[src/rtl/rle_pkg.sv]
package rle_pkg;
  parameter int SAMPLE_W = 16;
  parameter int RUN_W    = 8;

  typedef struct packed {
    logic [SAMPLE_W-1:0] val;
    logic [RUN_W-1:0]    cnt;
  } pkt_t;
endpackage

[src/rtl/rle_run_acc.sv]
module rle_run_acc
  import rle_pkg::*;
(
  input  logic                clk,
  input  logic                rst_n,
  input  logic                in_valid,
  input  logic [SAMPLE_W-1:0] in_sample,
  output logic                in_ready,
  input  logic                flush_req,
  input  logic                unit_idle,
  input  logic                pop,
  output logic                pkt_valid,
  output pkt_t                pkt,
  output logic                push,
  output logic                run_open,
  output logic                flush_busy
);
  localparam logic [RUN_W-1:0] RUN_MAX = {RUN_W{1'b1}};
  localparam logic [RUN_W-1:0] RUN_ONE = RUN_W'(1);

  pkt_t cur;
  logic acc, close_smp, close_fl;

  assign in_ready  = !flush_busy && !pkt_valid;
  assign acc       = in_valid && in_ready;
  assign close_smp = acc && run_open && ((in_sample != cur.val) || (cur.cnt == RUN_MAX));
  assign close_fl  = flush_busy && run_open && !pkt_valid;
  assign push      = close_smp || close_fl;

  always_ff @(posedge clk) begin
    if (!rst_n) begin
      cur        <= '0;
      run_open   <= 1'b0;
      pkt        <= '0;
      pkt_valid  <= 1'b0;
      flush_busy <= 1'b0;
    end else begin
      // holding register: one closed packet waiting for the serializer
      if (push) begin
        pkt       <= cur;
        pkt_valid <= 1'b1;
      end else if (pop) begin
        pkt_valid <= 1'b0;
      end
      // open run
      if (acc) begin
        if (!run_open || close_smp) begin
          cur.val  <= in_sample;
          cur.cnt  <= RUN_ONE;
          run_open <= 1'b1;
        end else begin
          cur.cnt <= cur.cnt + RUN_ONE;
        end
      end else if (close_fl) begin
        run_open <= 1'b0;
      end
      // flush sequencing ends once everything has left at a unit boundary
      if (flush_req)
        flush_busy <= 1'b1;
      else if (flush_busy && !run_open && !pkt_valid && unit_idle)
        flush_busy <= 1'b0;
    end
  end
endmodule

[src/rtl/rle_unit_ser.sv]
module rle_unit_ser
  import rle_pkg::*;
#(
  parameter int PKTS = 5
) (
  input  logic       clk,
  input  logic       rst_n,
  input  logic       pkt_valid,
  input  pkt_t       pkt,
  input  logic       flush_busy,
  input  logic       run_open,
  input  logic       out_ready,
  output logic       out_valid,
  output logic [7:0] out_data,
  output logic       out_last,
  output logic       pop,
  output logic       unit_idle
);
  localparam int VAL_BYTES = SAMPLE_W / 8;
  localparam int PKT_BYTES = VAL_BYTES + 1;
  localparam int BSEL_W    = $clog2(PKT_BYTES);
  localparam int SLOT_W    = $clog2(PKTS + 1);
  localparam logic [BSEL_W-1:0] BSEL_LAST = BSEL_W'(PKT_BYTES - 1);
  localparam logic [SLOT_W-1:0] SEQ_SLOT  = SLOT_W'(PKTS);

  logic [SLOT_W-1:0] slot;
  logic [BSEL_W-1:0] bsel;
  logic [7:0]        seq;
  logic [7:0]        pkt_byte;
  logic              seq_phase, drained, pad, fire;

  assign seq_phase = (slot == SEQ_SLOT);
  assign drained   = flush_busy && !run_open && !pkt_valid;
  assign pad       = drained && (slot != '0) && !seq_phase;
  assign out_valid = seq_phase || pkt_valid || pad;
  assign out_last  = seq_phase && drained;
  assign fire      = out_valid && out_ready;
  assign pop       = fire && !seq_phase && !pad && (bsel == BSEL_LAST);
  assign unit_idle = (slot == '0) && (bsel == '0);

  always_comb begin
    pkt_byte = pkt.cnt;
    for (int i = 0; i < VAL_BYTES; i++)
      if (bsel == BSEL_W'(i)) pkt_byte = pkt.val[i*8 +: 8];
  end

  assign out_data = seq_phase ? seq : (pad ? 8'h00 : pkt_byte);

  always_ff @(posedge clk) begin
    if (!rst_n) begin
      slot <= '0;
      bsel <= '0;
      seq  <= '0;
    end else if (fire) begin
      if (seq_phase) begin
        slot <= '0;
        seq  <= seq + 8'd1;
      end else if (bsel == BSEL_LAST) begin
        bsel <= '0;
        slot <= slot + SLOT_W'(1);
      end else begin
        bsel <= bsel + BSEL_W'(1);
      end
    end
  end
endmodule

[src/rtl/rle_pkt_counters.sv]
module rle_pkt_counters #(
  parameter int CNT_W = 32
) (
  input  logic             clk,
  input  logic             rst_n,
  input  logic             push,
  input  logic             trig,
  output logic [CNT_W-1:0] total,
  output logic [CNT_W-1:0] pre
);
  logic trig_seen;

  always_ff @(posedge clk) begin
    if (!rst_n) begin
      total     <= '0;
      pre       <= '0;
      trig_seen <= 1'b0;
    end else begin
      if (push) total <= total + CNT_W'(1);
      if (push && !trig_seen && !trig) pre <= pre + CNT_W'(1);
      if (trig) trig_seen <= 1'b1;
    end
  end
endmodule

[src/rtl/rle_packer.sv]
module rle_packer
  import rle_pkg::*;
#(
  parameter int PKTS_PER_UNIT = 5,
  parameter int CNT_REG_W     = 32
) (
  input  logic                 clk,
  input  logic                 rst_n,
  input  logic                 in_valid,
  output logic                 in_ready,
  input  logic [SAMPLE_W-1:0]  in_sample,
  input  logic                 flush,
  input  logic                 trig,
  output logic                 out_valid,
  input  logic                 out_ready,
  output logic [7:0]           out_data,
  output logic                 out_last,
  output logic [CNT_REG_W-1:0] pkt_total,
  output logic [CNT_REG_W-1:0] pkt_pre_trig
);
  pkt_t pkt;
  logic pkt_valid, push, pop, run_open, flush_busy, unit_idle;

  rle_run_acc u_acc (
    .clk(clk), .rst_n(rst_n), .in_valid(in_valid), .in_sample(in_sample),
    .in_ready(in_ready), .flush_req(flush), .unit_idle(unit_idle), .pop(pop),
    .pkt_valid(pkt_valid), .pkt(pkt), .push(push), .run_open(run_open),
    .flush_busy(flush_busy)
  );

  rle_unit_ser #(.PKTS(PKTS_PER_UNIT)) u_ser (
    .clk(clk), .rst_n(rst_n), .pkt_valid(pkt_valid), .pkt(pkt),
    .flush_busy(flush_busy), .run_open(run_open), .out_ready(out_ready),
    .out_valid(out_valid), .out_data(out_data), .out_last(out_last),
    .pop(pop), .unit_idle(unit_idle)
  );

  rle_pkt_counters #(.CNT_W(CNT_REG_W)) u_cnt (
    .clk(clk), .rst_n(rst_n), .push(push), .trig(trig),
    .total(pkt_total), .pre(pkt_pre_trig)
  );
endmodule

[config.mk]
export PLATFORM = sky130hd
export DESIGN_NAME = rle_packer
export DESIGN_NICKNAME = d
export VERILOG_FILES = /design/src/rtl/rle_pkg.sv /design/src/rtl/rle_run_acc.sv /design/src/rtl/rle_unit_ser.sv /design/src/rtl/rle_pkt_counters.sv /design/src/rtl/rle_packer.sv
export SDC_FILE = /design/constraint.sdc
export NUM_CORES = 1
export LEC_CHECK = 0
export BUFFER_PORTS_ARGS = -buffer_cell sky130_fd_sc_hd__buf_2
export CORE_MARGIN = 2
export CORE_UTILIZATION = 50
export CTS_CLUSTER_DIAMETER = 200
export DETAILED_ROUTE_END_ITERATION = 8
export HOLD_SLACK_MARGIN = 0.12
export PLACE_DENSITY_LB_ADDON = 0.12
export SLEW_MARGIN = 5
export SYNTH_ARGS = -nofsm -noshare
export SYNTH_HDL_FRONTEND = slang
export SYNTH_SLANG_ARGS = --single-unit
[constraint.sdc]
create_clock -name clk -period 3.1 [get_ports clk]
set_input_delay 0.31 -clock clk [delete_from_list [all_inputs] [get_ports clk]]
set_output_delay 0.31 -clock clk [all_outputs]
set_load 0.1 [all_outputs]
==> key figures, run 1 <==
Synthesis
  – Yosys top cell by area: dfxtp_1
  – Register area share after synthesis: 41.7%
  – Synth top area cells: dfxtp_1 42%, a21oi_1 7.7%, nand2_1 5.9%
  – Ys async rst share: 0%
  – Post-synth EDFFs: 0
  – Syn nets: roughly 770
  – Syn_area_per_cell: a little over 8 µm²
  – Cells after Synth: roughly 750
  – Ys Warns: 0
  – Seq cells post-synth: 129
  – Top_reg_cell synth: dfxtp_1
  – Share of the synthesized area in the top cell type: a little over two fifths
  – Post-Syn Area: 0.00619 mm²
  – Post-synthesis cell type count: 56

Global route
  – Total grt overflow: 0
  – First-pass GRT wire length: 25.0 mm
  – Largest net degree at the start of global routing: between 40 and 50
  – Initial antenna violation count: 0
  – Vias in the first global route: 5227
  – Gr usage total: 23.7%

STA
  – Max_slew headroom: around half
  – Tmin final: 2.94 ns
  – Worst slew pin tran: 0.729 ns
  – # setup viols final: 0
  – Final hold viol count: 0
  – Achievable Freq: approximately 340 MHz
  – Final Max Tran Viols: 0
  – Period utilization: 94.9%
  – RSZ-0062 raised after global routing: false
  – Setup Skew: between 0.006 and 0.007 ns

Floorplanning
  – Die H: 115 µm
  – Num rows: 40
  – Starting Density: 51.3%
  – Die area: 0.0133 mm²
  – Die width: 115 µm
  – Core area: between 0.01 and 0.015 mm²
  – I/O pins: 97

Clock tree
  – Worst-path clk slew: roughly 0.050 ns
  – H-tree lvl count: 4
  – # hold bufs at CTS: 0
  – CTS Buf Count: 17
  – # Post-CTS Setup Buffers: 0
  – Worst-skew pair later-pin latency: 0.42 ns
  – CTS tree: built
  – Sink Count: roughly 130
  – CTS root buf: clkbuf_16
  – Post-CTS Resized: 0
  – Max Root-Sink Buffers: 2

Critical path
  – Max Fanout on Critical Path: 13
  – Critical-path top delay cell: o2bb2ai_1
  – WP data required: 2.79 ns
  – Setup CP Type: reg -> out
  – Data arrival, critical path: 2.63 ns
  – Slowest stage delay, CP: 0.60 ns
  – Crit end category: primary output
  – Startpoint types: flop
  – R2R Setup Slk: 0.54 ns
  – Cell chain of the critical path: or3b_2 > o2bb2ai_1 > or2_2 > buf_2

Route
  – DRT Pass-1 Iters: 4
  – Antenna viol nets, final: 0
  – Via count: 5741
  – Final wirelength: 15.1 mm
  – DRC violation count after routing: 0
  – Initial DRC count: 305
  – Wire per inst: 14.9 µm
  – Drt via density: around 5.7

Power
  – Power Density: 529 mW/mm²
  – Maximum vdd drop: approximately 280 µV
  – Total power: ~3.9 mW
  – Pleak: 2.73 nW

Finish
  – Layout cells sized above 1: 19.3%
  – Area Growth Syn to Fin: 18.9%
  – Layout Nets: 858
  – Ant diodes: 0
  – Layout Cells excl Fill: 1011

Flow run
  – Max-cap viol count: 0

Run status
  – Status: finished, final reports clean

Placed design
  – Inst Count DP: between 900 and 1000
  – Placer congestion estimate: 0.835
  – Port Buf Inserts: 96
  – HPWL after detailed placement: 10.3 mm

Worst hold path
  – Worst min path class: in -> reg
metal layers:
layer / wire length, µm / share of wire, % / vias up / global-route usage [%]
li1: - / - / 2881 / -
met1: 7170 / 47 / 2709 / 31.3
met2: 7080 / 47 / 134 / 37.6
met3: 654 / 4.3 / 17 / 5.69
met4: 204 / 1.3 / 0 / 8.92
met5: 0 / 0 / - / 0
critical path, delay by kind of cell, from the launching register on:
kind / cells / cell delay, ns
AND/OR/NAND/NOR: 2 / 0.77
buffers and inverters: 1 / 0.42
AO/OA/AOI/OAI: 1 / 0.60
flip-flops: 1 / 0.42
synth_stat cells (4+ instances only):
| master | n |
|---|---|
| a21oi_1 | 95 |
| and2_1 | 5 |
| and3_1 | 8 |
| and4_1 | 4 |
| buf_2 | 4 |
| buf_4 | 4 |
| clkbuf_1 | 30 |
| dfxtp_1 | 129 |
| ha_1 | 4 |
| inv_1 | 13 |
| mux2i_1 | 27 |
| nand2_1 | 98 |
| nand3_1 | 25 |
| nand4_1 | 19 |
| nor2_1 | 60 |
| nor3_1 | 8 |
| nor4_1 | 5 |
| nor4_2 | 5 |
| o2111ai_1 | 4 |
| o21a_1 | 6 |
| o21ai_0 | 34 |
| o31ai_1 | 25 |
| o41ai_1 | 4 |
| or2_2 | 4 |
| or3_1 | 26 |
| or4_1 | 25 |
| xnor2_1 | 8 |
| xor2_1 | 24 |
state kept, by name, indices dropped and copies added (netlist names):
register and count:
u_ser.seq 8, u_acc.cur 24, u_ser.slot 3, u_acc.pkt_valid 1
u_acc.run_open 1, u_acc.flush_busy 1, u_cnt.trig_seen 1, u_cnt.pre 32
u_ser.bsel 2, u_cnt.total 32, u_acc.pkt 24
cell families (layout without fill, tap and decap cells):
family	Yosys count	after routing	synth area share, %
multiplexers	27	27	4.36
flip-flops	129	129	41.7
buffers and inverters	56	153	4.08
adder cells (fa/ha/maj)	4	4	0.808
XOR/XNOR	32	32	4.53
AO/OA/AOI/OAI	187	187	18.1
AND/OR/NAND/NOR	311	311	26.4
cells in the final DEF (no fill, tap or decap), types with 24 or more instances in the layout:
cell     instances
xor2_1          24
mux2i_1         27
nand2_1         98
o31ai_1         25
nor2_1          60
dfxtp_1        129
or3_1           26
o21ai_0         34
buf_2           96
nand3_1         25
or4_1           25
a21oi_1         95
power by group:
| part | internal, mW | total, mW | switching [mW] |
|---|---|---|---|
| sequential | 1.69 | 1.71 | 0.0290 |
| combinational | 0.0757 | 0.253 | 0.177 |
| clock | 1.24 | 1.93 | 0.695 |
| total | 3.00 | 3.90 | 0.901 |
cell type report:
| cell class | instances | area (µm²) |
|---|---|---|
| Multi-Input combinational cell | 561 | 3360 |
| Clock inverter | 5 | 50.0 |
| Sequential cell | 129 | 2580 |
| Clock buffer | 25 | 526 |
| Inverter | 14 | 53.8 |
| Fill cell | 1090 | 4700 |
| Timing Repair Buffer | 109 | 578 |
| Tap cell | 168 | 210 |
path summary, 6_finish.rpt:
kind | endpoint | startpoint | depth (start not counted)
max | out_valid | u_acc.pkt_valid$_SDFFE_PN0P_ | 4
min | u_acc.flush_busy$_SDFFE_PN0P_ | flush | 3
max reg2reg | u_ser.slot[2]$_SDFFE_PN0P_ | u_acc.pkt_valid$_SDFFE_PN0P_ | 5
min reg2reg | u_acc.pkt[18]$_SDFFE_PN0P_ | u_acc.pkt[18]$_SDFFE_PN0P_ | 2
per-stage QoR:
| stage | cell area (µm²) | util (%) | hold slack (ns) | TNS (ns) | setup WS, ns |
|---|---|---|---|---|---|
| floorplan | 6190 | - | 0.427 | -2.59 | -0.323 |
| CTS | 7360 | 61.1 | 0.134 | 0 | 0.140 |
| finish | 7360 | 61.1 | 0.144 | 0 | 0.159 |
| global route | 7360 | 61.1 | 0.147 | 0 | 0.00674 |
| global placement | 6790 | 56.3 | 0.440 | 0 | 0.667 |
| detailed placement | 6790 | 56.3 | 0.444 | 0 | 0.564 |
(Power assumes the default switching activity.)
==> run 2: changes to the inputs <==
--- a/config.mk
+++ b/config.mk
@@ -6,6 +6,7 @@
 export NUM_CORES = 1
 export LEC_CHECK = 0
 export BUFFER_PORTS_ARGS = -buffer_cell sky130_fd_sc_hd__buf_2
+export CORE_ASPECT_RATIO = 1.25
 export CORE_MARGIN = 2
 export CORE_UTILIZATION = 50
 export CTS_CLUSTER_DIAMETER = 200
==> key figures, run 2 (synthesis results as in run 1) <==
STA
  – Final Max Tran Viols: 0 (unchanged)
  – Achievable Freq: 372 MHz (was 340 MHz)
  – Tmin final: 2.69 ns (was 2.94 ns)
  – Post-Route Setup TNS: 0 ns (unchanged)
  – Period utilization: 86.7% (was 94.9%)
  – Max_slew headroom: 55.5% (was 51.4%)
  – Worst slew pin tran: 0.668 ns (was 0.729 ns)
  – Setup Skew: 0.0114 ns (was 0.00616 ns)
  – Final worst slack: 0.414 ns (was 0.159 ns)
  – RSZ-0062 raised after global routing: false (unchanged)
  – # setup viols final: 0 (unchanged)
  – Final hold viol count: 0 (unchanged)

Power
  – Power Density: 531 mW/mm² (was 529 mW/mm²)
  – Pleak: 2.72 nW (was 2.73 nW)
  – Maximum vdd drop: 368 µV (was 282 µV)
  – Total power: 3.91 mW (was 3.90 mW)

Critical path
  – Crit end category: primary output (unchanged)
  – Critical-path top delay cell: or3b_2 (was o2bb2ai_1)
  – R2R Setup Slk: 0.71 ns (was 0.54 ns)
  – Worst path bufs/invs: 1 (unchanged)
  – Max Fanout on Critical Path: 13 (unchanged)
  – Delay-heaviest family, CP: simple AND/OR/NAND/NOR gates (unchanged)
  – Slowest stage delay, CP: 0.55 ns (was 0.60 ns)
  – WP data required: 2.79 ns (about the same)
  – Setup CP Type: reg -> out (unchanged)
  – Cell chain of the critical path: or3b_2 > o2bb2ai_2 > or2_2 > buf_2 (was or3b_2 > o2bb2ai_1 > or2_2 > buf_2)
  – Startpoint types: flop (unchanged)
  – Data arrival, critical path: 2.38 ns (was 2.63 ns)

Finish
  – Most common cell after layout, fill and taps aside: dfxtp_1 (unchanged)
  – Largest regs: u_cnt.pre x32, u_cnt.total x32 (unchanged)
  – Ant diodes: 0 (unchanged)
  – Multi-input gate area: 0.00337 mm² (was 0.00336 mm²)
  – Design Area, Final: 0.00736 mm² (about the same)
  – Most frequent cells in the layout: 129 x dfxtp_1, 98 x nand2_1, 96 x buf_2 (unchanged)
  – Layout fillers: 1065 (was 1090)
  – Reg area: 0.00258 mm² (unchanged)
  – Area Growth Syn to Fin: 18.9% (about the same)
  – Layout Nets: 856 (was 858)
  – Layout cells sized above 1: 18.9% (was 19.3%)

Clock tree
  – # hold bufs at CTS: 0 (unchanged)
  – Max Root-Sink Buffers: 2 (unchanged)
  – Worst-skew pair later-pin latency: 0.41 ns (was 0.42 ns)
  – H-tree lvl count: 4 (unchanged)
  – # Post-CTS Setup Buffers: 0 (unchanged)
  – Worst-path clk slew: 0.05 ns (about the same)
  – CTS Buf Count: 17 (unchanged)
  – CTS tree: built (unchanged)
  – Sink Count: 129 (unchanged)
  – Post-CTS Resized: 0 (unchanged)
  – CTS root buf: clkbuf_16 (unchanged)

Route
  – DRT Pass-1 Iters: 5 (was 4)
  – Drt via density: 5.74 (was 5.68)
  – DRC violation count after routing: 0 (unchanged)
  – Via count: 5764 (was 5741)
  – Final wirelength: 15.1 mm (about the same)
  – Initial DRC count: 254 (was 305)
  – Wire per inst: 15.0 µm (was 14.9 µm)
  – Antenna viol nets, final: 0 (unchanged)

Global route
  – First-pass GRT wire length: 25.1 mm (was 25.0 mm)
  – Initial antenna violation count: 0 (unchanged)
  – Total grt overflow: 0 (unchanged)
  – Vias in the first global route: 5431 (was 5227)
  – Largest net degree at the start of global routing: 75 (was 42)
  – Gr usage total: 22.8% (was 23.7%)

Placed design
  – Placer congestion estimate: 0.816 (was 0.835)
  – Placed Area: 0.00678 mm² (was 0.00679 mm²)
  – Port Buf Inserts: 96 (unchanged)
  – Place WS: 0.545 ns (was 0.564 ns)
  – HPWL after detailed placement: 10.5 mm (was 10.3 mm)

Worst hold path
  – Worst min path class: in -> reg (unchanged)

Flow run
  – Max-cap viol count: 0 (unchanged)

Floorplanning
  – Core area: 0.0121 mm² (about the same)
  – Starting Density: 51.2% (was 51.3%)
  – Die H: 128 µm (was 115 µm)
  – Num rows: 45 (was 40)
  – I/O pins: 97 (unchanged)
  – Die width: 104 µm (was 115 µm)
  – Die area: 0.0133 mm² (about the same)

Run status
  – Status: finished, final reports clean (unchanged)
-- run 2: cell count changes in the layout (fill, tap and decap cells not counted), moves of 2 or more --
cell / previous run / this run
buf_4: 13 / 10
clkinv_2: 5 / 3
clkbuf_8: 7 / 4
clkbuf_1: 1 / 4
-- run 2: report_power, final --
part,leakage (nW),internal [mW],switching (mW)
clock network,0.279,1.26,0.688
registers,1.04,1.69,0.0296
logic,1.39,0.0758,0.175
total,2.72,3.02,0.893
-- run 2: final timing paths --
path | start | end | cells after the start
worst min-delay path | flush | u_acc.flush_busy$_SDFFE_PN0P_ | 3
worst min register to register | u_acc.pkt[13]$_SDFFE_PN0P_ | u_acc.pkt[13]$_SDFFE_PN0P_ | 2
worst max-delay path | u_acc.pkt_valid$_SDFFE_PN0P_ | out_valid | 4
worst max register to register | u_acc.cur[0]$_SDFFE_PN0P_ | u_cnt.total[5]$_SDFFE_PN0P_ | 7
-- run 2: worst reg2reg max path: cells and delay by family, from the launching register on --
family / cells / cell delay [ns]
buffers and inverters: 1 / 0.26
flip-flops: 1 / 0.40
adder cells (fa/ha/maj): 1 / 0.25
AO/OA/AOI/OAI: 3 / 0.71
AND/OR/NAND/NOR: 2 / 0.69
-- run 2: final cells by class --
class / instances / share of cell area, %
Multi-Input combinational cell: 561 / 45.8
Tap cell: 164 / 2.79
Inverter: 14 / 0.731
Clock inverter: 5 / 1.05
Clock buffer: 25 / 6.73
Timing Repair Buffer: 107 / 7.82
Sequential cell: 129 / 35.1
-- run 2: metal layers --
layer / GRT usage (%) / wire length (µm) / up-vias
li1: - / - / 2870
met1: 28.1 / 6850 / 2756
met2: 39.4 / 7300 / 116
met3: 5.27 / 682 / 22
met4: 8.35 / 236 / 0
met5: 0 / 0 / -
-- run 2: per-stage QoR --
| step | hold WS [ns] | utilization (%) | std cells |
|---|---|---|---|
| floorplan | 0.427 | - | 746 |
| global placement | 0.440 | 56.0 | 975 |
| detailed placement | 0.444 | 56.0 | 975 |
| CTS | 0.133 | 60.8 | 1005 |
| global route | 0.135 | 60.8 | 1005 |
| finish | 0.147 | 60.8 | 1005 |
